## config.mk

```make
export PLATFORM = sky130hd
export DESIGN_NAME = wdog_guard
export DESIGN_NICKNAME = d
export VERILOG_FILES = /design/src/rtl/wdog_pkg.sv /design/src/rtl/wdog_unlock_timer.sv /design/src/rtl/wdog_tick_counter.sv /design/src/rtl/wdog_guard.sv
export SDC_FILE = /design/constraint.sdc
export NUM_CORES = 1
export LEC_CHECK = 0
export BUFFER_PORTS_ARGS = -buffer_cell sky130_fd_sc_hd__buf_2
export CAP_MARGIN = 0
export CELL_PAD_IN_SITES_DETAIL_PLACEMENT = 2
export CELL_PAD_IN_SITES_GLOBAL_PLACEMENT = 2
export CORE_MARGIN = 3
export CORE_UTILIZATION = 38
export DETAILED_ROUTE_END_ITERATION = 16
export GPL_TIMING_DRIVEN = 0
export PLACE_DENSITY = 0.85
export SLEW_MARGIN = 20
export SYNTH_ARGS = -nofsm -noshare
export SYNTH_HDL_FRONTEND = slang
export SYNTH_SLANG_ARGS = --single-unit
```

## constraint.sdc

```tcl
create_clock -name clk -period 5.5 [get_ports clk]
set_input_delay 0 -clock clk [delete_from_list [all_inputs] [get_ports clk]]
set_output_delay 0 -clock clk [all_outputs]
set_load 0.02 [all_outputs]
```

## src/rtl/wdog_pkg.sv

```systemverilog
package wdog_pkg;

    localparam int unsigned CTL_W    = 8;
    localparam int unsigned SEL_W    = 3;
    localparam int unsigned UNLK_BIT = 4;
    localparam int unsigned EN_BIT   = 3;
    localparam int unsigned WIN_LEN  = 4;

    typedef enum logic [1:0] {
        ST_OFF      = 2'd0,
        ST_ARMED    = 2'd1,
        ST_UNLOCKED = 2'd2
    } wd_state_e;

endpackage

```

## src/rtl/wdog_unlock_timer.sv

```systemverilog
module wdog_unlock_timer #(
    parameter int unsigned WIN = 4
) (
    input  logic clk,
    input  logic rst_n,
    input  logic arm,
    output logic open_q,
    output logic open_d
);
    localparam int unsigned AW = (WIN > 1) ? $clog2(WIN) : 1;

    logic [AW-1:0] age_q, age_d;

    always_comb begin
        open_d = open_q;
        age_d  = age_q;
        if (arm) begin
            open_d = 1'b1;
            age_d  = '0;
        end else if (open_q) begin
            if (age_q == AW'(WIN - 1)) begin
                open_d = 1'b0;
            end else begin
                age_d = age_q + AW'(1);
            end
        end
    end

    always_ff @(posedge clk) begin
        if (!rst_n) begin
            open_q <= 1'b0;
            age_q  <= '0;
        end else begin
            open_q <= open_d;
            age_q  <= age_d;
        end
    end

endmodule

```

## src/rtl/wdog_tick_counter.sv

```systemverilog
module wdog_tick_counter #(
    parameter int unsigned BASE_SHIFT = 14,
    parameter int unsigned SEL_W      = 3
) (
    input  logic             clk,
    input  logic             rst_n,
    input  logic             run,
    input  logic             clr,
    input  logic             kick,
    input  logic             tick,
    input  logic [SEL_W-1:0] sel,
    output logic             expire
);
    localparam int unsigned CW = BASE_SHIFT + (1 << SEL_W) - 1;

    logic [CW-1:0] cnt_q;
    logic [CW-1:0] last;

    always_comb begin
        last   = (CW'(1) << (BASE_SHIFT + int'(sel))) - CW'(1);
        expire = run && tick && !kick && !clr && (cnt_q == last);
    end

    always_ff @(posedge clk) begin
        if (!rst_n) begin
            cnt_q <= '0;
        end else if (!run || clr || kick || expire) begin
            cnt_q <= '0;
        end else if (tick) begin
            cnt_q <= cnt_q + CW'(1);
        end
    end

endmodule

```

## src/rtl/wdog_guard.sv

```systemverilog
module wdog_guard
    import wdog_pkg::*;
#(
    parameter int unsigned BASE_SHIFT = 14
) (
    input  logic       clk,
    input  logic       rst_n,
    input  logic       tick_en,
    input  logic       kick,
    input  logic       bus_wr,
    input  logic [7:0] bus_wdata,
    output logic [7:0] bus_rdata,
    output logic       sys_rst_req
);
    wd_state_e        state_q, state_d;
    logic [SEL_W-1:0] sel_q;
    logic             open_q, open_d;
    logic             wr_unlock, wr_enable, sel_change, run, expire;
    logic             unused_hi;

    assign unused_hi  = ^bus_wdata[CTL_W-1:UNLK_BIT+1];
    assign wr_unlock  = bus_wr && bus_wdata[UNLK_BIT];
    assign wr_enable  = bus_wdata[EN_BIT];
    assign sel_change = bus_wr && (bus_wdata[SEL_W-1:0] != sel_q);
    assign run        = (state_q != ST_OFF);

    wdog_unlock_timer #(.WIN(WIN_LEN)) u_win (
        .clk    (clk),
        .rst_n  (rst_n),
        .arm    (wr_unlock),
        .open_q (open_q),
        .open_d (open_d)
    );

    wdog_tick_counter #(.BASE_SHIFT(BASE_SHIFT), .SEL_W(SEL_W)) u_cnt (
        .clk    (clk),
        .rst_n  (rst_n),
        .run    (run),
        .clr    (sel_change),
        .kick   (kick),
        .tick   (tick_en),
        .sel    (sel_q),
        .expire (expire)
    );

    // next-state logic: named transitions arm, arm_open, unlock, shutdown, relock
    always_comb begin
        state_d = state_q;
        unique case (state_q)
            ST_OFF: begin
                if (bus_wr && wr_enable) begin
                    state_d = open_d ? ST_UNLOCKED : ST_ARMED;
                end
            end
            ST_ARMED: begin
                if (open_d) begin
                    state_d = ST_UNLOCKED;
                end
            end
            ST_UNLOCKED: begin
                if (bus_wr && !wr_enable) begin
                    state_d = ST_OFF;
                end else if (!open_d) begin
                    state_d = ST_ARMED;
                end
            end
            default: state_d = ST_OFF;
        endcase
    end

    always_ff @(posedge clk) begin
        if (!rst_n) begin
            state_q <= ST_OFF;
            sel_q   <= '0;
        end else begin
            state_q <= state_d;
            if (bus_wr) begin
                sel_q <= bus_wdata[SEL_W-1:0];
            end
        end
    end

    always_ff @(posedge clk) begin
        if (!rst_n) begin
            sys_rst_req <= 1'b0;
        end else begin
            sys_rst_req <= expire;
        end
    end

    assign bus_rdata = {3'b000, open_q, run, sel_q};

endmodule

```

==> metrics.md, run 1 <==
| Metric | Value |
|---|---|
| Worst Hold Class | in2reg |
| Final Cycle Share | 46.1% |
| Largest delay share family, worst path | compound AO/OA/AOI/OAI gates |
| Initial Utilization | 40.4% |
| CP Class | reg2reg |
| Terminus of the critical flop-to-flop path | u_cnt.cnt_q[6] |
| Layout area overhead | 13.3% |
| FP Rows | 23 |
| Root buf cell | clkbuf_8 |
| Clock slew at reported path FFs | 0.07 ns |
| Post-synth top area cell | dfxtp_1 |
| Setup slack after placement | 2.98 ns |
| Setup TNS | 0 ns |
| Ant. Diodes | 0 |
| Die area | 0.00517 mm² |
| Leakage | 0.707 nW |
| Endpoints failing setup | 0 |
| Post-route insts no fill | 252 |
| Crit path time final | 2.54 ns |
| Synthesized cell area | about 0.0017 mm² |
| Worst reg-to-reg path cell count | 9 |
| Post-layout net count | 222 |
| Worst setup EP type | register |
| Top-level I/O count | 22 |
| CTS max path bufs | 2 |
| Worst path max stage delay | 0.47 ns |
| Post-Syn Instances | 179 |
| 1st-pass router iterations | 2 |
| Post-DRT Antenna Nets | 0 |
| Die X | 71.9 µm |
| Most frequent CP cell | buf_6 |
| Via density | 5.35 |
| Pwr/cell area | about 240 mW/mm² |
| DP HPWL | 3060 µm |
| First-pass GRT wire length | between 7000 and 8000 µm |
| Core area | 0.00409 mm² |
| Register-to-register setup slack | 2.96 ns |
| GRT overflow | 0 |
| Share of cells above drive strength 1 | 19.3% |
| Buffers on Ports | 14 |
| Vias in the first global route | 1,515 |
| Post-layout power | 447 µW |
| Residual DRC | 0 |
| R2r startpoint | sel_q[1] |
| Largest net degree at the start of global routing | 11 |
| CTS resizes | 0 |
| Worst setup margin | ~3.0 ns |
| CTS Hold Bufs | 0 |
| Setup Fix Bufs, Post-CTS | 0 |
| Fillers | 463 |
| Fmax | slightly below 0.4 GHz |
| Stages on worst setup path | 9 |
| Top cells by area, synth | dfxtp_1 (36%), xor2_1 (9.0%), xnor2_1 (6.4%) |
| Final wirelength | ~4600 µm |
| Clock sinks | 30 |
| Synth cell types | 40 |
| Worst Skew | 0.00423 ns |
| Sequential share of the synthesized area | 36.4% |
| Critical path destination | u_cnt.cnt_q[6] |
| Iter 0 DRT Violations | 20 |
| Gpl congestion | 0.722 |
| Vias | 1,347 |
| Hold Fails Final Rpt | 0 |
| Arrival @ worst endpoint | 2.70 ns |
| CTS tree | yes |
| Crit path from | sel_q[1] |
| CTS buffer count | 5 |
| Die Height | just over 70 µm |
| Max Cap Viol | 0 |
| Worst Setup Start Kind | register |
| Seq cells post-synth | 30 |
| GRT Total Usage | 19.6% |
| CTS HTree Levels | 2 |
| Multi-input logic area | 963 µm² |
| Yosys warnings | 0 |
| Mean routed wirelength per cell | 18.3 µm |
| Register area | 601 µm² |
| Worst path bufs/invs | 3 |
| Clock latency on the worst-skew pair | 0.28 ns |
| # placed instances | between 200 and 250 |
| Max Slew Vio Count | 0 |
| Worst Path Required | 5.67 ns |
| Worst vdd ir | about 0.00014 V |
| Synthesized area per cell | 9.23 µm² |
| CP max FO | 10 |
| Status | completed |
| Slowest CP cell | o41ai_4 |
| Top-area cell type share of the netlist area | between 30% and 40% |
| RSZ-0062 raised after global routing | false |
| CP cell instances | buf_6 -> inv_1 -> ha_1 -> nor3b_1 -> mux2i_1 -> xnor2_1 -> o41ai_4 -> buf_6 -> nor2_1 |
| Initial antenna violation count | 0 |
cells in the mapped netlist (all sizes together):
library cell  count
o211ai            1
nand2b            1
a21bo             1
o2111ai           1
nand3b            2
o41ai             1
nor2             26
dfxtp            30
nand2             9
nand4             6
or3b              1
a21o              1
buf               9
inv               3
xnor2            12
xor2             17
and3              2
nor3              2
nand3            11
a21oi             5
clkbuf            2
and2              1
nand4bb           1
conb              1
mux2              1
nor4b             1
nor2b             8
ha                7
nor3b             2
or2               1
nor4              2
and4              3
mux2i             7
o21ai             1
how the worst min path moves through the flow:
stage | start | end | slack [ns] | depth (start not counted)
global route | rst_n | sel_q[2] | 0.03 | 2
global placement | bus_wdata[2] | sel_q[2] | 0.28 | 3
finish | rst_n | sel_q[2] | 0.01 | 2
detailed placement | rst_n | sel_q[2] | 0.30 | 2
floorplan | rst_n | sel_q[0] | 0.13 | 1
CTS | rst_n | sel_q[2] | 0.008 | 2
placed cells by master (no fill, tap or decap), drive strengths merged, types with 5 or more instances in the layout:
cell type	n
dfxtp	30
nor2	26
buf	23
xor2	17
xnor2	12
nand3	11
nand2	9
nor2b	8
mux2i	7
ha	7
clkbuf	7
nand4	6
a21oi	5
final cells by class:
cell class / instances / share of cell area, %
Buffer: 11 / 4.48
Clock buffer: 5 / 3.68
Clock inverter: 2 / 0.535
Inverter: 3 / 0.602
Multi-Input combinational cell: 137 / 51.5
Sequential cell: 30 / 32.1
Tap cell: 50 / 3.34
Timing Repair Buffer: 14 / 3.75
cells by family (layout without fill, tap and decap cells):
logic type      Yosys count  count (layout)  share of synthesized area (%)
compound gates           11              11                           6.06
buf+inv                  14              35                           5.76
xor+xnor                 29              29                           15.4
other cells               1               3                          0.227
simple gates             79              79                           26.0
mux                       8               8                           4.92
flops                    30              30                           36.4
fa+ha+maj                 7               7                           5.30
sequential cells by signal (all words and copies together), names as in the netlist:
name          flops
sel_q             3
sys_rst_req       1
u_win.age_q       2
u_win.open_q      1
u_cnt.cnt_q      21
state_q           2
where the power goes:
part	leakage [nW]	switching, mW	internal, mW
Clock	0.0438	0.0837	0.0847
Combinational	0.421	0.0308	0.0233
Sequential	0.243	0.00371	0.221
worst register-to-register path: cells and delay by family (launching register included):
kind / cells / cell delay, ns
flops: 1 / 0.39
mux: 1 / 0.26
fa+ha+maj: 1 / 0.38
compound gates: 1 / 0.47
xor+xnor: 1 / 0.16
buf+inv: 3 / 0.43
simple gates: 2 / 0.32
stage by stage:
step | hold slack [ns] | utilization (%) | area, µm²
2_1_floorplan | 0.128 | - | 1660
3_3_place_gp | 0.284 | 43.8 | 1790
3_5_place_dp | 0.305 | 43.8 | 1790
4_1_cts | 0.00815 | 45.8 | 1870
5_1_grt | 0.0328 | 45.8 | 1870
6_report | 0.0128 | 45.8 | 1870
per-layer routing:
metal,track usage (%),vias to the layer above,routed length [µm]
li1,-,645,-
met3,3.74,9,113
met1,20.7,677,1890
met5,0,-,0
met4,6.47,0,81
met2,38.3,16,2540
No activity file was read; power rests on OpenSTA's default activity.
==> run 2: changes to the inputs <==
--- a/config.mk
+++ b/config.mk
@@ -10,10 +10,10 @@
 export CELL_PAD_IN_SITES_DETAIL_PLACEMENT = 2
 export CELL_PAD_IN_SITES_GLOBAL_PLACEMENT = 2
 export CORE_MARGIN = 3
-export CORE_UTILIZATION = 38
+export CORE_UTILIZATION = 31
 export DETAILED_ROUTE_END_ITERATION = 16
 export GPL_TIMING_DRIVEN = 0
-export PLACE_DENSITY = 0.85
+export PLACE_DENSITY = 0.74
 export SLEW_MARGIN = 20
 export SYNTH_ARGS = -nofsm -noshare
 export SYNTH_HDL_FRONTEND = slang
==> constraint.sdc (replaced) <==
create_clock -name clk -period 2.2 [get_ports clk]
set_input_delay 0 -clock clk [delete_from_list [all_inputs] [get_ports clk]]
set_output_delay 0 -clock clk [all_outputs]
set_load 0.02 [all_outputs]
==> run 2 against run 1 <==
Effect of this change:
- setup slack got worse by 3.0 ns
- critical path depth unchanged
- non-clock buffer count increased by 12
- critical endpoint is now u_cnt.cnt_q[5]
- largest cell class unchanged
==> metrics.md, run 2 (same netlist as run 1, synthesis figures left out) <==
| Metric | Value |
|---|---|
| Status | completed |
| # placed instances | 262 |
| Die area | ~0.0062 mm² |
| Endpoints failing setup | 0 |
| Max reg flops | 21 |
| Post-layout power | 1.21 mW |
| Gpl congestion | 0.782 |
| Final hold slack | 0.00363 ns |
| Hold Fails Final Rpt | 0 |
| Largest net degree at the start of global routing | 11 |
| Worst setup margin | 0.00104 ns |
| Most frequent cells in the layout | dfxtp_1 (28), xor2_1 (17), nor2_1 (16) |
| Worst Path Required | 2.37 ns |
| Residual DRC | 0 |
| Root buf cell | clkbuf_8 |
| Share of cells above drive strength 1 | between 30 and 40% |
| Post-layout net count | between 200 and 250 |
| DP HPWL | ~3000 µm |
| Setup slack after placement | -0.233 ns |
| Setup TNS | 0 ns |
| Max Slew Vio Count | 0 |
| Die X | 79.0 µm |
| GRT overflow | 0 |
| Clock slew at reported path FFs | 0.07 ns |
| Top-level I/O count | 22 |
| FP Rows | 25 |
| CP max FO | 5 |
| Pwr/cell area | 567 mW/mm² |
| Worst path max stage delay | 0.37 ns |
| Post-DRT Antenna Nets | 0 |
| Ant. Diodes | 0 |
| Fmax | 0.455 GHz |
| RSZ-0062 raised after global routing | true |
| Initial antenna violation count | 0 |
| Biggest regs | u_cnt.cnt_q x21, sel_q x3 |
| Final Core Density | a little over two fifths |
| GRT Total Usage | between 10% and 20% |
| Worst vdd ir | 0.000292 V |
| Core area | a little under 0.005 mm² |
| Worst Hold Class | in2reg |
| Via density | 4.88 |
| Most common cell after layout, fill and taps aside | dfxtp_1 |
| CTS tree | yes |
| Final wirelength | 4750 µm |
| Clock latency on the worst-skew pair | 0.29 ns |
| Post-route insts no fill | approximately 280 |
| CTS HTree Levels | 2 |
| Top register by number of flip-flops | u_cnt.cnt_q |
| Leakage | 0.811 nW |
| Max Cap Viol | 0 |
| Arrival @ worst endpoint | 2.37 ns |
| CTS buffer count | 5 |
| Most frequent CP cell | buf_6 |
| Worst Skew | between 0.005 and 0.006 ns |
| CTS Hold Bufs | 0 |
| CP cell instances | buf_4 -> ha_1 -> xnor2_1 -> nor4b_2 -> a21oi_2 -> o41ai_4 -> buf_6 -> buf_6 -> nor2_1 |
| Worst setup EP type | register |
| Buffers on Ports | 14 |
| Crit path time final | 2.20 ns |
| Vias in the first global route | 1,570 |
| Clock sinks | 30 |
| Die Height | 79.0 µm |
| 1st-pass router iterations | 4 |
| Cell Area, Placed | 0.00184 mm² |
| Final Instance Area | 0.00214 mm² |
| Slowest CP cell | o41ai_4 |
| CTS max path bufs | 2 |
| Mean routed wirelength per cell | 16.8 µm |
| CP Class | reg2reg |
| Vias | 1,376 |
| Iter 0 DRT Violations | 53 |
| First-pass GRT wire length | 7670 µm |
| Layout area overhead | 29.5% |
| Initial Utilization | around 33% |
| Worst Setup Start Kind | register |
| Final Cycle Share | 100% |
run 2: changes by cell type in the layout (fill, tap and decap cells not counted), sizes merged:
cell    delta
buf       +12
inv        +1
clkinv     -1
clkbuf     +1
run 2: worst paths after layout:
| check | cells after the start | to | slack (ns) | start |
|---|---|---|---|---|
| max | 9 | u_cnt.cnt_q[5] | 0.001 | sel_q[2] |
| min | 3 | sel_q[2] | 0.004 | bus_wdata[2] |
| max reg2reg | 9 | u_cnt.cnt_q[5] | 0.001 | sel_q[2] |
| min reg2reg | 2 | u_win.age_q[0] | 0.53 | u_win.age_q[0] |
run 2: layout make-up:
| type | instances | area [µm²] |
|---|---|---|
| buffer | 10 | 72.6 |
| clock buffer | 6 | 82.6 |
| clock inverter | 2 | 11.3 |
| fill | 566 | 2800 |
| inverter | 3 | 13.8 |
| multi-input combinational | 137 | 1080 |
| sequential | 30 | 608 |
| tap | 67 | 83.8 |
| timing repair buffer | 27 | 183 |
run 2: timing repair:
item | in CTS | in global routing
pin swaps | 2 | 9
gates resized for setup | 10 | 24
endpoints found under the setup margin | 21 | 22
cloned | 2 | 0
setup buffers | 7 | 5
run 2: power by group:
group          switching [mW]  total (mW)  leakage, nW  internal (mW)
Sequential            0.00854       0.559        0.244          0.550
Combinational          0.0914       0.180        0.515         0.0888
Clock                   0.222       0.474       0.0515          0.252
Total                   0.322        1.21        0.811          0.891
run 2: routing by layer:
layer  vias to the layer above  track usage (%)  wire, µm
met1                       678             18.3      1990
met2                        22             28.9      2510
met3                         9             3.74       174
met4                         0             3.61        75
li1                        667                -         -
met5                         -                0         0
run 2: worst max-delay path: cells and delay by family (launching register included):
kind                     cells  cell delay (ns)
AO/OA/AOI/OAI                2             0.48
buffers and inverters        3             0.45
AND/OR/NAND/NOR              2             0.38
flip-flops                   1             0.36
adder cells (fa/ha/maj)      1             0.22
XOR/XNOR                     1             0.18
==> run 3: changes to the inputs <==
--- a/config.mk
+++ b/config.mk
@@ -14,6 +14,7 @@
 export DETAILED_ROUTE_END_ITERATION = 16
 export GPL_TIMING_DRIVEN = 0
 export PLACE_DENSITY = 0.74
+export SETUP_SLACK_MARGIN = 0.2
 export SLEW_MARGIN = 20
 export SYNTH_ARGS = -nofsm -noshare
 export SYNTH_HDL_FRONTEND = slang
==> run 3 against run 2 <==
Effect of this change:
- the run now ends with setup timing left
- clock skew barely moved
- via count fell by 4.6%
- fmax fell by 1.0%
- die area did not move
- routed wire length fell by 3.7%
- first-iteration DRC count fell by 21%
- critical path depth rose by 1
- flip-flop and latch count did not move
- largest power group is now the clock network
==> metrics.md, run 3 (same netlist as run 1, synthesis figures left out) <==
| Metric | Value |
|---|---|
| Initial antenna violation count | 0 |
| Largest delay share family, worst path | compound AO/OA/AOI/OAI gates |
| Worst Skew | 0.00559 ns |
| RSZ-0062 raised after global routing | true |
| Buffers on Ports | 14 |
| Worst setup margin | -0.0216 ns |
| Clock latency on the worst-skew pair | approximately 0.29 ns |
| GRT overflow | 0 |
| Layout area overhead | 31.6% |
| Largest net degree at the start of global routing | 11 |
| Initial Utilization | roughly a third |
| GRT Total Usage | 15.8% |
| Post-layout power | 1.40 mW |
| Share of cells above drive strength 1 | between 30% and 40% |
| Leakage | 0.809 nW |
| Biggest regs | u_cnt.cnt_q x21, sel_q x3 |
| Pint | 1.07 mW |
| Mean routed wirelength per cell | 16.3 µm |
| Setup slack after placement | -0.204 ns |
| DP HPWL | around 3200 µm |
| CTS HTree Levels | 2 |
| Clock power share | ~47% |
| Clock sinks | 30 |
| Hold Fails Final Rpt | 0 |
| FP Rows | 25 |
| 1st-pass router iterations | 4 |
| Fillers | 555 |
| Root buf cell | clkbuf_8 |
| CTS buffer count | 5 |
| Residual DRC | 0 |
| CP Class | reg2reg |
| Status | finished, violations left |
| Vias | about 1,300 |
| Endpoints failing setup | 20 |
| Worst path bufs/invs | 4 |
| Worst Setup Start Kind | register |
| Top register by number of flip-flops | u_cnt.cnt_q |
| Die X | between 70 and 80 µm |
| Pwr/cell area | 645 mW/mm² |
| Vias in the first global route | 1,481 |
| Most frequent CP cell | buf_6 |
| CTS tree | yes |
| Core area | around 0.0049 mm² |
| Post-route insts no fill | 280 |
| Crit path time final | 2.22 ns |
| CP max FO | 5 |
| Clock slew at reported path FFs | 0.07 ns |
| Comb pwr share | between 10% and 20% |
| CTS Hold Bufs | 0 |
| Die area | 0.00624 mm² |
| CTS max path bufs | 2 |
| Top-level I/O count | 22 |
| Sequential fraction of design power | 39.9% |
| Final wirelength | 4570 µm |
| CP cell instances | buf_8 -> inv_4 -> ha_4 -> or3b_4 -> a21oi_4 -> o211ai_2 -> o41ai_4 -> buf_6 -> buf_6 -> nor2_1 |
| Arrival @ worst endpoint | 2.40 ns |
| Max Slew Vio Count | 0 |
| Most common cell after layout, fill and taps aside | dfxtp_1 |
| Most frequent cells in the layout | dfxtp_1 (28), xor2_1 (17), nor2_1 (16) |
| Die Height | 79.0 µm |
| Worst Hold Class | in2reg |
| Iter 0 DRT Violations | 42 |
| Worst Path Required | 2.38 ns |
| Max reg flops | 21 |
| Gpl congestion | 0.715 |
| Final hold slack | 0.00259 ns |
| Slowest CP cell | or3b_4 |
| First-pass GRT wire length | 7560 µm |
| Sw frac | between 20% and 30% |
| Post-DRT Antenna Nets | 0 |
| Sw Pwr | 328 µW |
| Register-to-register setup slack | -0.02 ns |
| Post-layout net count | 232 |
| Via density | 4.69 |
| Worst path max stage delay | 0.40 ns |
| # placed instances | ~260 |
| Setup TNS | -0.267 ns |
| Ant. Diodes | 0 |
| Worst setup EP type | register |
| Max Cap Viol | 0 |
| Fmax | approximately 0.45 GHz |
| Worst vdd ir | 0.000470 V |
| Failing checks | setup timing |
| Final Cycle Share | 101% |
| Cell Area, Placed | 0.00184 mm² |
| Final Core Density | 44.0% |
| Final Instance Area | ~0.0022 mm² |
[run 3: metal layers]
layer	GRT usage [%]	wire [µm]
met1	18.7	2060
met2	27.1	2360
met3	4.08	103
met4	6.53	46
met5	0	0
[run 3: area by class of cell]
cell class | instances | area (µm²) | share of cell area [%]
Clock buffer | 7 | 108 | 4.95
Clock inverter | 1 | 30.0 | 1.38
Buffer | 11 | 87.6 | 4.03
Sequential cell | 30 | 608 | 28.0
Inverter | 3 | 13.8 | 0.633
Tap cell | 67 | 83.8 | 3.86
Timing Repair Buffer | 24 | 160 | 7.37
Multi-Input combinational cell | 137 | 1080 | 49.8
[run 3: final timing paths]
| kind | startpoint | end | cells after the start |
|---|---|---|---|
| min reg2reg | u_win.age_q[1] | u_win.age_q[1] | 2 |
| max reg2reg | sel_q[1] | u_cnt.cnt_q[16] | 10 |
| min | bus_wdata[1] | sel_q[1] | 3 |
| max | sel_q[1] | u_cnt.cnt_q[16] | 10 |
[run 3: repair_timing]
| item | CTS | global route |
|---|---|---|
| buffers inserted | 6 | 2 |
| pin swaps | 17 | 4 |
| gates resized for setup | 17 | 13 |
| cloned | 2 | 0 |
| setup endpoints to repair | 22 | 22 |
| endpoints found under the hold margin | 0 | 0 |
[run 3: power groups by stage]
stage          clock (mW)  sequential (mW)  combinational (mW)
3_5_place_dp            0            0.572               0.141
6_report            0.663            0.560               0.180
4_1_cts             0.676            0.560               0.166
2_1_floorplan           0            0.574              0.0992
5_1_grt             0.714            0.561               0.195
3_3_place_gp            0            0.571               0.131
[run 3: tightest hold or removal path: cells and delay by family]
| kind | cells | cell delay [ns] |
|---|---|---|
| buffers and inverters | 1 | 0.10 |
| multiplexers | 1 | 0.07 |
| AND/OR/NAND/NOR | 1 | 0.10 |
